`config.mk`:
```
export PLATFORM = sky130hd
export DESIGN_NAME = smbus_cfg_slave
export DESIGN_NICKNAME = d
export VERILOG_FILES = /design/src/rtl/smbus_cfg_pkg.sv /design/src/rtl/smbus_cfg_sync.sv /design/src/rtl/smbus_cfg_regs.sv /design/src/rtl/smbus_cfg_fsm.sv /design/src/rtl/smbus_cfg_slave.sv
export SDC_FILE = /design/constraint.sdc
export NUM_CORES = 1
export LEC_CHECK = 0
export BUFFER_PORTS_ARGS = -buffer_cell sky130_fd_sc_hd__buf_2
export CORE_MARGIN = 2
export CORE_UTILIZATION = 40
export DETAILED_ROUTE_END_ITERATION = 16
export SLEW_MARGIN = 20
export SYNTH_ARGS = -nofsm -noshare
export SYNTH_HDL_FRONTEND = slang
export SYNTH_SLANG_ARGS = --single-unit
```
`constraint.sdc`:
```
create_clock -name clk -period 2.05 [get_ports clk]
set_input_delay 0.205 -clock clk [delete_from_list [all_inputs] [get_ports clk]]
set_output_delay 0.205 -clock clk [all_outputs]
set_load 0.01 [all_outputs]
```
`src/rtl/smbus_cfg_pkg.sv`:
```
package smbus_cfg_pkg;

  typedef enum logic [3:0] {
    ST_IDLE,
    ST_ADDR,
    ST_CMD,
    ST_CNT,
    ST_WDAT,
    ST_ACK,
    ST_TX,
    ST_MACK,
    ST_WAIT
  } sm_state_t;

  localparam int PTR_W   = 7;
  localparam int BYTE_W  = 8;

endpackage

```
`src/rtl/smbus_cfg_sync.sv`:
```
module smbus_cfg_sync #(
  parameter int STAGES = 2
) (
  input  logic clk,
  input  logic rst_n,
  input  logic scl_i,
  input  logic sda_i,
  output logic scl_s,
  output logic sda_s,
  output logic scl_rise,
  output logic scl_fall,
  output logic start_ev,
  output logic stop_ev
);

  logic [STAGES-1:0] scl_ff, sda_ff;
  logic scl_p, sda_p;

  // Both lines idle high, so every stage resets to 1.
  always_ff @(posedge clk or negedge rst_n) begin
    if (!rst_n) begin
      scl_ff <= '1;
      sda_ff <= '1;
      scl_p  <= 1'b1;
      sda_p  <= 1'b1;
    end else begin
      scl_ff <= {scl_ff[STAGES-2:0], scl_i};
      sda_ff <= {sda_ff[STAGES-2:0], sda_i};
      scl_p  <= scl_ff[STAGES-1];
      sda_p  <= sda_ff[STAGES-1];
    end
  end

  assign scl_s    = scl_ff[STAGES-1];
  assign sda_s    = sda_ff[STAGES-1];
  assign scl_rise = scl_s & ~scl_p;
  assign scl_fall = ~scl_s & scl_p;
  assign start_ev = scl_s & scl_p & sda_p & ~sda_s;
  assign stop_ev  = scl_s & scl_p & ~sda_p & sda_s;

endmodule

```
`src/rtl/smbus_cfg_regs.sv`:
```
module smbus_cfg_regs #(
  parameter int NREG = 8,
  parameter int AW   = 3,
  parameter logic [NREG*8-1:0] DEFAULTS = '0
) (
  input  logic              clk,
  input  logic              rst_n,
  input  logic              we,
  input  logic [AW-1:0]     waddr,
  input  logic [7:0]        wdata,
  input  logic [AW-1:0]     raddr,
  output logic [7:0]        rdata,
  output logic [NREG*8-1:0] cfg
);

  logic [NREG*8-1:0] bank_q;

  always_ff @(posedge clk or negedge rst_n) begin
    if (!rst_n) begin
      bank_q <= DEFAULTS;
    end else if (we) begin
      for (int i = 0; i < NREG; i++) begin
        if (waddr == AW'(i)) bank_q[i*8 +: 8] <= wdata;
      end
    end
  end

  assign rdata = bank_q[raddr*8 +: 8];
  assign cfg   = bank_q;

endmodule

```
`src/rtl/smbus_cfg_fsm.sv`:
```
module smbus_cfg_fsm
  import smbus_cfg_pkg::*;
#(
  parameter logic [6:0] DEV_ADDR = 7'h69,
  parameter int NREG = 8,
  parameter int AW   = 3
) (
  input  logic          clk,
  input  logic          rst_n,
  input  logic          scl_s,
  input  logic          sda_s,
  input  logic          scl_rise,
  input  logic          scl_fall,
  input  logic          start_ev,
  input  logic          stop_ev,
  input  logic [7:0]    rdata,
  output logic          we,
  output logic [AW-1:0] waddr,
  output logic [7:0]    wdata,
  output logic [AW-1:0] raddr,
  output logic          sda_oe
);

  localparam logic [PTR_W-1:0] PTR_END = PTR_W'(NREG);
  localparam logic [PTR_W-1:0] PTR_OFF = '1;

  sm_state_t         st_q, st_n, after_q, after_n;
  logic [7:0]        sh_q, sh_n, cmd_q, cmd_n;
  logic [3:0]        bit_q, bit_n;
  logic [PTR_W-1:0]  ptr_q, ptr_n, ptr_adv;
  logic              oe_q, oe_n, cntp_q, cntp_n, nack_q, nack_n;
  logic              in_range;
  logic [7:0]        tx_byte;

  assign in_range = (ptr_q < PTR_END);
  // Byte mode moves the pointer off the bank after one byte; block mode steps and saturates.
  assign ptr_adv  = cmd_q[7] ? PTR_OFF : (in_range ? ptr_q + 1'b1 : ptr_q);
  assign tx_byte  = cntp_q ? 8'(NREG) : (in_range ? rdata : 8'h00);
  assign raddr    = ptr_q[AW-1:0];
  assign waddr    = ptr_q[AW-1:0];
  assign wdata    = sh_q;
  assign sda_oe   = oe_q;

  always_comb begin
    st_n    = st_q;
    after_n = after_q;
    sh_n    = sh_q;
    cmd_n   = cmd_q;
    bit_n   = bit_q;
    ptr_n   = ptr_q;
    oe_n    = oe_q;
    cntp_n  = cntp_q;
    nack_n  = nack_q;
    we      = 1'b0;
    if (stop_ev) begin
      st_n = ST_IDLE;
      oe_n = 1'b0;
    end else if (start_ev) begin
      st_n  = ST_ADDR;
      bit_n = '0;
      oe_n  = 1'b0;
    end else begin
      unique case (st_q)
        ST_ADDR, ST_CMD, ST_CNT, ST_WDAT: begin
          if (scl_rise) begin
            sh_n  = {sh_q[6:0], sda_s};
            bit_n = bit_q + 1'b1;
          end else if (scl_fall && bit_q == 4'd8) begin
            bit_n = '0;
            oe_n  = 1'b1;
            st_n  = ST_ACK;
            unique case (st_q)
              ST_ADDR: begin
                if (sh_q[7:1] != DEV_ADDR) begin
                  oe_n = 1'b0;
                  st_n = ST_WAIT;
                end else if (sh_q[0]) begin
                  after_n = ST_TX;
                  cntp_n  = ~cmd_q[7];
                  ptr_n   = cmd_q[7] ? cmd_q[6:0] : '0;
                end else begin
                  after_n = ST_CMD;
                end
              end
              ST_CMD: begin
                cmd_n   = sh_q;
                ptr_n   = sh_q[7] ? sh_q[6:0] : '0;
                after_n = sh_q[7] ? ST_WDAT : ST_CNT;
              end
              ST_CNT:  after_n = ST_WDAT;
              default: begin
                we      = in_range;
                ptr_n   = ptr_adv;
                after_n = ST_WDAT;
              end
            endcase
          end
        end
        ST_ACK, ST_MACK: begin
          if (scl_rise) nack_n = sda_s;
          if (scl_fall) begin
            bit_n = '0;
            if (st_q == ST_MACK && nack_q) begin
              st_n = ST_WAIT;
            end else if (st_q == ST_MACK || after_q == ST_TX) begin
              st_n = ST_TX;
              sh_n = tx_byte;
              oe_n = ~tx_byte[7];
              if (cntp_q) cntp_n = 1'b0;
              else        ptr_n  = ptr_adv;
            end else begin
              st_n = after_q;
              oe_n = 1'b0;
            end
          end
        end
        ST_TX: begin
          if (scl_fall) begin
            if (bit_q == 4'd7) begin
              oe_n  = 1'b0;
              bit_n = '0;
              st_n  = ST_MACK;
            end else begin
              sh_n  = {sh_q[6:0], 1'b0};
              oe_n  = ~sh_q[6];
              bit_n = bit_q + 1'b1;
            end
          end
        end
        default: ;
      endcase
    end
  end

  always_ff @(posedge clk or negedge rst_n) begin
    if (!rst_n) begin
      st_q    <= ST_IDLE;
      after_q <= ST_IDLE;
      sh_q    <= '0;
      cmd_q   <= '0;
      bit_q   <= '0;
      ptr_q   <= '0;
      oe_q    <= 1'b0;
      cntp_q  <= 1'b0;
      nack_q  <= 1'b1;
    end else begin
      st_q    <= st_n;
      after_q <= after_n;
      sh_q    <= sh_n;
      cmd_q   <= cmd_n;
      bit_q   <= bit_n;
      ptr_q   <= ptr_n;
      oe_q    <= oe_n;
      cntp_q  <= cntp_n;
      nack_q  <= nack_n;
    end
  end


  oe_rise_scl_low_chk: assert property (@(posedge clk) disable iff (!rst_n)
    $rose(oe_q) |-> !scl_s);


  idle_release_chk: assert property (@(posedge clk) disable iff (!rst_n)
    (st_q == ST_WAIT || st_q == ST_IDLE) |-> !oe_q);


  bit_range_chk: assert property (@(posedge clk) disable iff (!rst_n)
    bit_q <= 4'd8);

endmodule

```
`src/rtl/smbus_cfg_slave.sv`:
```
module smbus_cfg_slave
  import smbus_cfg_pkg::*;
#(
  parameter logic [6:0] DEV_ADDR    = 7'h69,
  parameter int         NREG        = 8,
  parameter int         SYNC_STAGES = 2,
  parameter logic [NREG*8-1:0] DEFAULTS = 64'h8877_6655_4433_2211
) (
  input  logic              clk,
  input  logic              rst_n,
  input  logic              scl_i,
  input  logic              sda_i,
  output logic              sda_oe_o,
  output logic [NREG*8-1:0] cfg_o
);

  localparam int AW = (NREG > 1) ? $clog2(NREG) : 1;

  logic scl_s, sda_s, scl_rise, scl_fall, start_ev, stop_ev;
  logic we;
  logic [AW-1:0] waddr, raddr;
  logic [7:0] wdata, rdata;

  smbus_cfg_sync #(.STAGES(SYNC_STAGES)) sync_i (
    .clk(clk), .rst_n(rst_n), .scl_i(scl_i), .sda_i(sda_i),
    .scl_s(scl_s), .sda_s(sda_s), .scl_rise(scl_rise), .scl_fall(scl_fall),
    .start_ev(start_ev), .stop_ev(stop_ev)
  );

  smbus_cfg_fsm #(.DEV_ADDR(DEV_ADDR), .NREG(NREG), .AW(AW)) fsm_i (
    .clk(clk), .rst_n(rst_n), .scl_s(scl_s), .sda_s(sda_s),
    .scl_rise(scl_rise), .scl_fall(scl_fall), .start_ev(start_ev),
    .stop_ev(stop_ev), .rdata(rdata), .we(we), .waddr(waddr),
    .wdata(wdata), .raddr(raddr), .sda_oe(sda_oe_o)
  );

  smbus_cfg_regs #(.NREG(NREG), .AW(AW), .DEFAULTS(DEFAULTS)) regs_i (
    .clk(clk), .rst_n(rst_n), .we(we), .waddr(waddr), .wdata(wdata),
    .raddr(raddr), .rdata(rdata), .cfg(cfg_o)
  );


  cfg_on_fall_chk: assert property (@(posedge clk) disable iff (!rst_n)
    !$stable(cfg_o) |-> $past(scl_fall));

endmodule

```
==> flow_summary_export.csv, run 1 <==
group,metric,value,unit
worst_setup_path,path_cells,"or4b_4, nor4_4, buf_4, and2_4, nand2_8, mux2_4",
finish,final_cell_mix,"74 x dfrtp_1, 67 x buf_2, 59 x buf_4",
die,core_area,13720,um2
global_routing,overflow,0,
place,place_ws,-293.1,ps
worst_setup_path,cp_top_family,"simple AND/OR/NAND/NOR gates",
logic_synthesis,synth_cell_types,62,
logic_synthesis,syn_area,5568,um2
detailed_routing,vias_per_cell,5.599,
finish,layout-drive-gt1-share,53.37,%
place,dp_hpwl,10570,um
finish,area_growth,32.09,%
worst_setup_path,crit_type,"register to register",
timing,finalHoldViolCount,0,
timing,finClkSkew,10.50,ps
flow_run,maxCapViolCount,0,
clocking,cts_max_path_buffers,2,
power,leakagePower,3.484,nW
timing,fin_ws,-156.1,ps
clocking,cts_tree,"yes",
finish,stdcell_count,774,
place,place_congestion,0.9616,
finish,mostFrequentLayoutCell,"dfrtp_1",
detailed_routing,drt-total-wl,15330,um
global_routing,antenna_found_initial,0,
global_routing,track_usage,21.53,%
global_routing,grt_pass1_vias,4436,
worst_setup_path,endpoint_kind,"register",
logic_synthesis,synth_nets,478,
logic_synthesis,synthAdderAreaFrac,1.978,%
timing,finalSetupViolations,64,
clocking,htreeDepth,3,
global_routing,grt_pass1_wl,24420,um
logic_synthesis,yosysWarnings,0,
place,place_inst,750,
logic_synthesis,synth_compound_area_share,10.04,%
die,io_pins,69,
timing,timing.final.crit_share,107.6,%
global_routing,grt_max_degree,43,
worst_setup_path,crit_fanout,8,
detailed_routing,num_vias,4334,
timing,rsz0062_at_grt,"yes",
logic_synthesis,syn_area_per_cell,11.95,um2
finish,nets,601,
finish,antennaDiodeCount,0,
logic_synthesis,ys.flop_type,"dfrtp_1",
die,rows,43,
logic_synthesis,synth_top_family_by_area,"multiplexers",
logic_synthesis,synth_edf_count,0,
clocking,worstSkewPairLatency,360,ps
worst_setup_path,crit_buf_inv,1,
die,die_w,122.0,um
hold_path,hold_path.class,"register to register",
die,die_y,122.0,um
clocking,cts_root_buf,"clkbuf_16",
worst_setup_path,cp_slowest_cell,"or4b_4",
status,status,"complete, but fails checks",
worst_setup_path,critPathRequiredTime,2290,ps
logic_synthesis,async_flop_share,100.0,%
detailed_routing,ant_nets,0,
timing,slew_violations,0,
clocking,clkSinkCount,107,
status,violations,"negative setup slack",
timing,max_slew_margin,61.22,%
logic_synthesis,synthXorXnorAreaFrac,0.1573,%
worst_setup_path,critPathMaxStageDelay,570,ps
detailed_routing,drc,0,
logic_synthesis,syn-instance-count,466,
timing,max_freq,0.4533,GHz
place,port_buffers,68,
power,ir_drop,0.0005032,V
clocking,clk_pin_slew,80,ps
power,power_density,1004,nW/um2
timing,min_period,2206,ps
die,initial_utilization,40.58,%
timing,tightest_slew,581.6,ps
logic_synthesis,ys_ff_latch,107,
clocking,cts_inserted_buffers,9,
logic_synthesis,synth_simple_gate_area_share,11.48,%
detailed_routing,routedWlPerCell,19.80,um
logic_synthesis,synthMuxAreaShare,24.38,%
detailed_routing,drt_iter0_markers,175,
worst_setup_path,critPathLaunchType,"register",
worst_setup_path,arrival,2450,ps
detailed_routing,drt-pass1-iter-count,4,
die,dieArea,14880,um2
logic_synthesis,ys_seq_area_share,48.83,%
-- where the power goes --
part / internal, mW / switching (mW)
Sequential: 2.31 / 0.152
Clock: 0.868 / 0.887
Combinational: 1.39 / 1.78
Total: 4.57 / 2.82
-- sequential cells by signal, summed over array words and instances (netlist names) --
name	count
fsm_i.cntp_q	1
fsm_i.sda_oe	1
sync_i.scl_p	1
fsm_i.wdata	8
sync_i.sda_p	1
fsm_i.st_q	4
regs_i.cfg	64
fsm_i.ptr_q	7
fsm_i.nack_q	1
sync_i.sda_ff	2
fsm_i.bit_q	4
sync_i.scl_ff	2
fsm_i.cmd_q	8
fsm_i.after_q	3
-- worst reg2reg max path: stages, from the launching register on --
cell and delay (ps):
dfrtp_1 380, or4b_4 570, nor4_4 250, buf_4 200
and2_4 240, nand2_8 130, mux2_4 330
-- layer usage --
layer  global-route usage [%]  up-vias  wire (um)
li1                         -     1960          -
met1                    29.00     2233       6897
met2                    35.96      125       7562
met3                    2.762       16        593
met4                    7.328        0        272
met5                        0        -          0
-- per-stage QoR --
stage               hold slack (ps)  area (um2)  power, mW  utilization (%)  setup TNS, ps
floorplan                    -90.59        5577      4.200                -         -798.0
global placement              236.0        6588      5.219            48.02          -6484
detailed placement            243.2        6588      5.246            48.02         -10290
CTS                           359.4        7196      7.202            52.45          -4349
global route                  359.5        7355      7.822            53.61          -9192
finish                        357.9        7355      7.384            53.61          -5577
-- cell usage after synthesis (3+ instances only) --
| cell type | instances | area, um2 |
|---|---|---|
| nor3_1 | 4 | 20.02 |
| mux4_2 | 14 | 315.3 |
| a21o_1 | 3 | 22.52 |
| a221oi_1 | 4 | 35.03 |
| inv_1 | 13 | 48.80 |
| dfrtp_1 | 74 | 1852 |
| mux2_1 | 24 | 270.3 |
| nand2_2 | 3 | 18.77 |
| and3_1 | 6 | 37.54 |
| nor2b_1 | 6 | 37.54 |
| mux2_2 | 57 | 641.9 |
| o211ai_1 | 7 | 52.55 |
| a211oi_1 | 3 | 22.52 |
| dfstp_2 | 33 | 867.1 |
| nand3b_1 | 4 | 30.03 |
| o21ai_0 | 26 | 130.1 |
| nand3_1 | 12 | 60.06 |
| and3b_1 | 3 | 26.28 |
| nor2_1 | 11 | 41.29 |
| o22a_1 | 3 | 26.28 |
| ha_1 | 8 | 100.1 |
| o22ai_1 | 3 | 18.77 |
| mux2i_1 | 13 | 130.1 |
| nand4_1 | 3 | 18.77 |
| a21oi_1 | 13 | 65.06 |
| or2_2 | 4 | 25.02 |
| nand2b_1 | 7 | 43.79 |
| nand2_1 | 31 | 116.4 |
| a311oi_1 | 3 | 26.28 |
| buf_2 | 6 | 30.03 |
| or3_1 | 7 | 43.79 |
| clkbuf_1 | 20 | 75.07 |
-- path summary, 6_finish.rpt --
kind                       slack (ps)  cells past startpoint                        from                         end
max reg2reg                      -160                      6   fsm_i.st_q[1]$_DFFE_PN0P_  regs_i.cfg[33]$_DFFE_PN0P_
min                               360                      0  sync_i.sda_ff[0]$_DFF_PN1_  sync_i.sda_ff[1]$_DFF_PN1_
min reg2reg                       360                      0  sync_i.sda_ff[0]$_DFF_PN1_  sync_i.sda_ff[1]$_DFF_PN1_
min in group asynchronous         400                      2                       rst_n  fsm_i.bit_q[2]$_DFFE_PN0P_
max in group asynchronous         980                      3                       rst_n  regs_i.cfg[38]$_DFFE_PN1P_
max                              -160                      6   fsm_i.st_q[1]$_DFFE_PN0P_  regs_i.cfg[33]$_DFFE_PN0P_
-- repair_timing --
item,in CTS,in global routing
buffers inserted,1,4
hold buffers,3,0
pin swaps,9,8
gates resized for setup,65,31
endpoints found under the setup margin,79,88
hold endpoints to repair,34,0
-- logic make-up after synthesis --
kind of cell,Yosys count
simple gates,114
mux,108
flops,107
compound gates,83
buf+inv,44
fa+ha+maj,9
xor+xnor,1
-- layout make-up --
| class | instances | area (um2) |
|---|---|---|
| clock inverter | 7 | 77.57 |
| multi-input combinational | 315 | 3052 |
| inverter | 15 | 56.30 |
| fill | 1170 | 6365 |
| clock buffer | 9 | 225.2 |
| timing repair buffer | 141 | 999.7 |
| tap | 180 | 225.2 |
| sequential | 107 | 2719 |
Note: power is estimated with default switching activity, not from simulation.
==> run 2, diff against run 1 <==
--- a/config.mk
+++ b/config.mk
@@ -9,6 +9,7 @@
 export CORE_MARGIN = 2
 export CORE_UTILIZATION = 40
 export DETAILED_ROUTE_END_ITERATION = 16
+export SETUP_SLACK_MARGIN = 0.05
 export SLEW_MARGIN = 20
 export SYNTH_ARGS = -nofsm -noshare
 export SYNTH_HDL_FRONTEND = slang
==> run 2 against run 1 <==
The flow still finishes with violations (negative setup slack). Clock power is 7% lower. Maximum frequency is 2.7% higher. Final cell count is 0.52% higher. Global-route usage is 0.28 points higher. Sequential power hardly changed. Critical path type unchanged.
==> flow_summary_export.csv, run 2 (same netlist as run 1, synthesis figures left out) <==
group,metric,value,unit
status,status,"complete, but fails checks",
status,violations,"negative setup slack",
clocking,cts_root_buf,"clkbuf_16",
worst_setup_path,crit_fanout,8,
detailed_routing,ant_nets,0,
place,dpl_cell_area,6591,um2
power,power.total,7.382,mW
detailed_routing,dr_wl_met3,694,um
die,rows,43,
finish,stdcell_count,778,
detailed_routing,dr_wl_met2,7827,um
timing,fin_tns_setup,-3336,ps
worst_setup_path,endpoint,"regs_i.cfg[40]$_DFFE_PN0P_",
detailed_routing,drt-pass1-iter-count,4,
die,die_w,122.0,um
timing,min_period,2147,ps
clocking,htreeDepth,3,
worst_setup_path,reg2regPathDepth,6,
clocking,cts_tree,"yes",
global_routing,grt_pass1_vias,4414,
power,leakagePower,3.486,nW
worst_setup_path,crit_type,"register to register",
die,initial_utilization,40.58,%
timing,max_freq,0.4657,GHz
worst_setup_path,timing.rr.end,"regs_i.cfg[40]$_DFFE_PN0P_",
finish,largest_reg_flops,64,
worst_setup_path,path_cells,"or4_4, nor4_4, buf_4, and2_4, nand2_4, mux2_1",
worst_setup_path,startpoint,"fsm_i.ptr_q[5]$_DFFE_PN0P_",
finish,finish.utilization,53.28,%
worst_setup_path,rrSetupSlack,-100,ps
die,dieArea,14880,um2
detailed_routing,met1Wirelength,6653,um
die,die_y,122.0,um
power,power_density,1010,nW/um2
finish,area_growth,31.28,%
detailed_routing,drt_iter0_markers,243,
finish,layout-drive-gt1-share,51.84,%
timing,rsz0062_at_grt,"yes",
place,port_buffers,68,
clocking,cts_inserted_buffers,9,
worst_setup_path,endpoint_kind,"register",
detailed_routing,routedWlPerCell,19.83,um
detailed_routing,num_vias,4327,
finish,antennaDiodeCount,0,
finish,nets,605,
timing,finClkSkew,12.33,ps
die,io_pins,69,
global_routing,track_usage,21.81,%
detailed_routing,vias_per_cell,5.562,
place,place_inst,750,
flow_run,maxCapViolCount,0,
worst_setup_path,arrival,2380,ps
global_routing,overflow,0,
place,place_ws,-162.6,ps
worst_setup_path,cp_slowest_cell,"or4_4",
timing,timing.final.crit_share,104.7,%
worst_setup_path,critPathMaxStageDelay,560,ps
finish,final_cell_mix,"74 x dfrtp_1, 67 x buf_2, 58 x buf_4",
finish,fin_area,7310,um2
clocking,clk_pin_slew,70,ps
timing,finalHoldViolCount,0,
place,place_congestion,0.9124,
clocking,clkSinkCount,107,
die,core_area,13720,um2
clocking,cts_max_path_buffers,2,
timing,tightest_slew,535.4,ps
hold_path,hold_path.class,"register to register",
detailed_routing,drt-total-wl,15430,um
worst_setup_path,critPathRequiredTime,2290,ps
place,dp_hpwl,10600,um
global_routing,grt_max_degree,38,
detailed_routing,top_layer,"met4",
hold_path,hold_depth,0,
timing,max_slew_margin,64.30,%
power,ir_drop,0.0005252,V
global_routing,antenna_found_initial,0,
clocking,worstSkewPairLatency,350,ps
timing,finalSetupViolations,61,
worst_setup_path,rr_startpoint,"fsm_i.ptr_q[5]$_DFFE_PN0P_",
timing,fin_ws,-97.36,ps
detailed_routing,drc,0,
finish,mostFrequentLayoutCell,"dfrtp_1",
worst_setup_path,critPathLaunchType,"register",
global_routing,grt_pass1_wl,24630,um
timing,slew_violations,0,
timing,holdWs,355.4,ps
[run 2: cell count changes in the layout (fill, tap and decap cells not counted), moves of 3 or more]
cell	previous run	this run
mux2_1	8	23
mux2_4	40	29
buf_6	5	11
mux2_2	33	29
o21ai_0	20	16
o21ai_1	6	10
clkinv_4	0	3
inv_6	3	0
[run 2: how the worst min path moves through the flow]
stage | slack [ps] | startpoint | to
2_1_floorplan | -90 | rst_n | fsm_i.after_q[0]$_DFFE_PN0P_
3_3_place_gp | 220 | rst_n | fsm_i.bit_q[3]$_DFFE_PN0P_
3_5_place_dp | 220 | rst_n | fsm_i.bit_q[3]$_DFFE_PN0P_
4_1_cts | 360 | sync_i.sda_ff[0]$_DFF_PN1_ | sync_i.sda_ff[1]$_DFF_PN1_
5_1_grt | 370 | sync_i.scl_ff[0]$_DFF_PN1_ | sync_i.scl_ff[1]$_DFF_PN1_
6_report | 360 | sync_i.sda_ff[0]$_DFF_PN1_ | sync_i.sda_ff[1]$_DFF_PN1_
[run 2: routing by layer]
layer  track usage (%)  vias to the layer above
met1             28.22                     2209
li1                  -                     1968
met5                 0                        -
met4             6.968                        0
met3             3.558                       22
met2             37.40                      128
[run 2: critical path: cells and delay by family (launching register included)]
kind | cells | cell delay, ps
buffers and inverters | 1 | 190
DFF | 1 | 380
and+or+nand+nor | 4 | 1120
muxes | 1 | 330
[run 2: final cells by class]
type / instances / area [um2]
flip-flops and latches: 107 / 2719
clock inverters: 5 / 41.29
fillers: 1190 / 6410
well taps: 180 / 225.2
clock buffers: 11 / 232.7
inverters: 15 / 56.30
multi-input cells: 315 / 2990
repair buffers: 145 / 1045
[run 2: repair_timing]
action / CTS / global route
hold buffers: 3 / 0
buffers inserted: 7 / 3
pin swaps: 10 / 13
resized for setup: 50 / 44
setup endpoints to repair: 80 / 91
hold endpoints to repair: 22 / 0
[run 2: power by group]
| part | total, mW | internal, mW | switching, mW |
|---|---|---|---|
| Combinational | 3.28 | 1.50 | 1.77 |
| Clock | 1.62 | 0.832 | 0.792 |
| Sequential | 2.48 | 2.31 | 0.170 |
| Total | 7.38 | 4.65 | 2.73 |
==> run 3, diff against run 2 <==
--- a/config.mk
+++ b/config.mk
@@ -5,7 +5,7 @@
 export SDC_FILE = /design/constraint.sdc
 export NUM_CORES = 1
 export LEC_CHECK = 0
-export BUFFER_PORTS_ARGS = -buffer_cell sky130_fd_sc_hd__buf_2
+export BUFFER_PORTS_ARGS = -buffer_cell sky130_fd_sc_hd__buf_4
 export CORE_MARGIN = 2
 export CORE_UTILIZATION = 40
 export DETAILED_ROUTE_END_ITERATION = 16
==> run 3 against run 2 <==
Clock power increased by 12%. Setup slack lost 27 ps. Combinational power shrank 1%. The run still ends with negative setup slack left. Hold slack gained 2.3 ps. Sequential share of layout area decreased by 1.0 points. Final cell count did not move. Total power is 2.0% higher. Utilization increased by 1.5 points. Final area increased by 2.8%. Clock skew down 4.1 ps. Via count grew 0.28%.
==> flow_summary_export.csv, run 3 (same netlist as run 1, synthesis figures left out) <==
group,metric,value,unit
clocking,htreeDepth,3,
timing,slew_violations,0,
timing,fin_ws,-124.8,ps
global_routing,grt_max_degree,108,
die,io_pins,69,
worst_setup_path,crit_fanout,8,
finish,fillers,1182,
clocking,cts_max_path_buffers,2,
flow_run,maxCapViolCount,0,
global_routing,overflow,0,
detailed_routing,vias_per_cell,5.577,
place,place_inst,750,
finish,layout-drive-gt1-share,52.51,%
clocking,cts_inserted_buffers,9,
die,rows,43,
detailed_routing,drt-total-wl,15530,um
worst_setup_path,crit_type,"register to register",
clocking,clk_pin_slew,80,ps
power,leakagePower,3.529,nW
place,port_buffers,68,
timing,timing.final.crit_share,106.1,%
hold_path,hold_depth,0,
worst_setup_path,rrSetupSlack,-120,ps
detailed_routing,drt-pass1-iter-count,5,
finish,final_cell_mix,"126 x buf_4, 74 x dfrtp_1, 36 x mux2_4",
die,initial_utilization,40.58,%
place,place_congestion,0.9140,
global_routing,grt_pass1_vias,4474,
timing,max_freq,0.4598,GHz
clocking,worstSkewPairLatency,350,ps
status,violations,"negative setup slack",
timing,rsz0062_at_grt,"yes",
die,dieArea,14880,um2
place,place_ws,-226.8,ps
timing,fin_tns_setup,-4486,ps
hold_path,hold_path.class,"register to register",
clocking,clkSinkCount,107,
global_routing,track_usage,21.54,%
timing,finalSetupViolations,62,
worst_setup_path,arrival,2410,ps
timing,finalHoldViolCount,0,
status,status,"complete, but fails checks",
finish,regArea,2719,um2
die,die_w,122.0,um
worst_setup_path,critPathRequiredTime,2290,ps
worst_setup_path,critPathLaunchType,"register",
die,core_area,13720,um2
finish,area_growth,35.01,%
finish,multi_input_comb_area,3000,um2
timing,min_period,2175,ps
finish,mostFrequentLayoutCell,"buf_4",
worst_setup_path,endpoint_kind,"register",
detailed_routing,drc,0,
power,power.total,7.532,mW
clocking,cts_tree,"yes",
timing,max_slew_margin,56.41,%
global_routing,antenna_found_initial,0,
place,dp_hpwl,10390,um
place,dpl_cell_area,6746,um2
die,die_y,122.0,um
worst_setup_path,reg2regPathDepth,6,
clocking,cts_root_buf,"clkbuf_16",
detailed_routing,routedWlPerCell,19.96,um
detailed_routing,num_vias,4339,
finish,antennaDiodeCount,0,
global_routing,grt_pass1_wl,24740,um
detailed_routing,ant_nets,0,
finish,largest_reg_flops,64,
timing,tightest_slew,653.8,ps
finish,stdcell_count,778,
detailed_routing,drt_iter0_markers,306,
power,power_density,1002,nW/um2
power,ir_drop,0.0004918,V
finish,nets,605,
finish,fin_area,7517,um2
timing,finClkSkew,8.238,ps
## run 3: cell count changes in the layout (fill, tap and decap cells not counted), moves of 2 or more
cell	change
nor2b_1	-2
buf_4	+68
buf_2	-67
a21oi_2	-2
o21ai_0	+4
clkinvlp_4	-2
nand2_2	-2
mux2_4	+7
o21ai_1	-3
mux2_1	-7
nor2b_2	+2
## run 3: layout make-up
type / count / area share (%)
clock inverter: 6 / 1.115
multi-input combinational: 315 / 39.91
clock buffer: 10 / 3.046
sequential: 107 / 36.17
timing repair buffer: 145 / 16.01
tap: 180 / 2.996
inverter: 15 / 0.7490
## run 3: worst paths after layout
kind | from | end
setup / recovery | fsm_i.ptr_q[4]$_DFFE_PN0P_ | regs_i.cfg[55]$_DFFE_PN0P_
hold / removal | sync_i.scl_ff[0]$_DFF_PN1_ | sync_i.scl_ff[1]$_DFF_PN1_
setup reg to reg | fsm_i.ptr_q[4]$_DFFE_PN0P_ | regs_i.cfg[55]$_DFFE_PN0P_
hold reg to reg | sync_i.scl_ff[0]$_DFF_PN1_ | sync_i.scl_ff[1]$_DFF_PN1_
max in group asynchronous | rst_n | regs_i.cfg[15]$_DFFE_PN0P_
min in group asynchronous | rst_n | fsm_i.bit_q[0]$_DFFE_PN0P_
## run 3: layer usage
metal	GRT usage, %	up-vias	share of wire (%)
met5	0	-	0
met4	7.256	0	1.2
met3	2.762	15	4.2
met2	35.72	130	50
met1	29.29	2215	44
li1	-	1979	-
## run 3: metrics by stage
stage	hold WS (ps)	utilization, %
after global routing	360.6	54.79
after global placement	314.4	49.17
final	357.7	54.79
after CTS	359.8	54.09
after detailed placement	315.9	49.17
after floorplan	-90.59	-
## run 3: report_power, final
part	total, mW	internal [mW]	switching, mW
logic	3.24	1.47	1.77
registers	2.47	2.31	0.159
clock network	1.82	0.977	0.843
total	7.53	4.76	2.77
## run 3: worst max-delay path: stages, from the launching register on
cell and delay, ps:
dfrtp_1 380, or4_4 560, nor4_4 240, buf_4 200, and2_4 220, nand2_4 120, mux2_1 330
## run 3: timing repair
item | CTS | global route
hold endpoints to repair | 76 | 0
hold buffers | 3 | 0
pin swaps | 11 | 3
endpoints found under the setup margin | 79 | 99
setup buffers | 4 | 5
resized for setup | 72 | 22
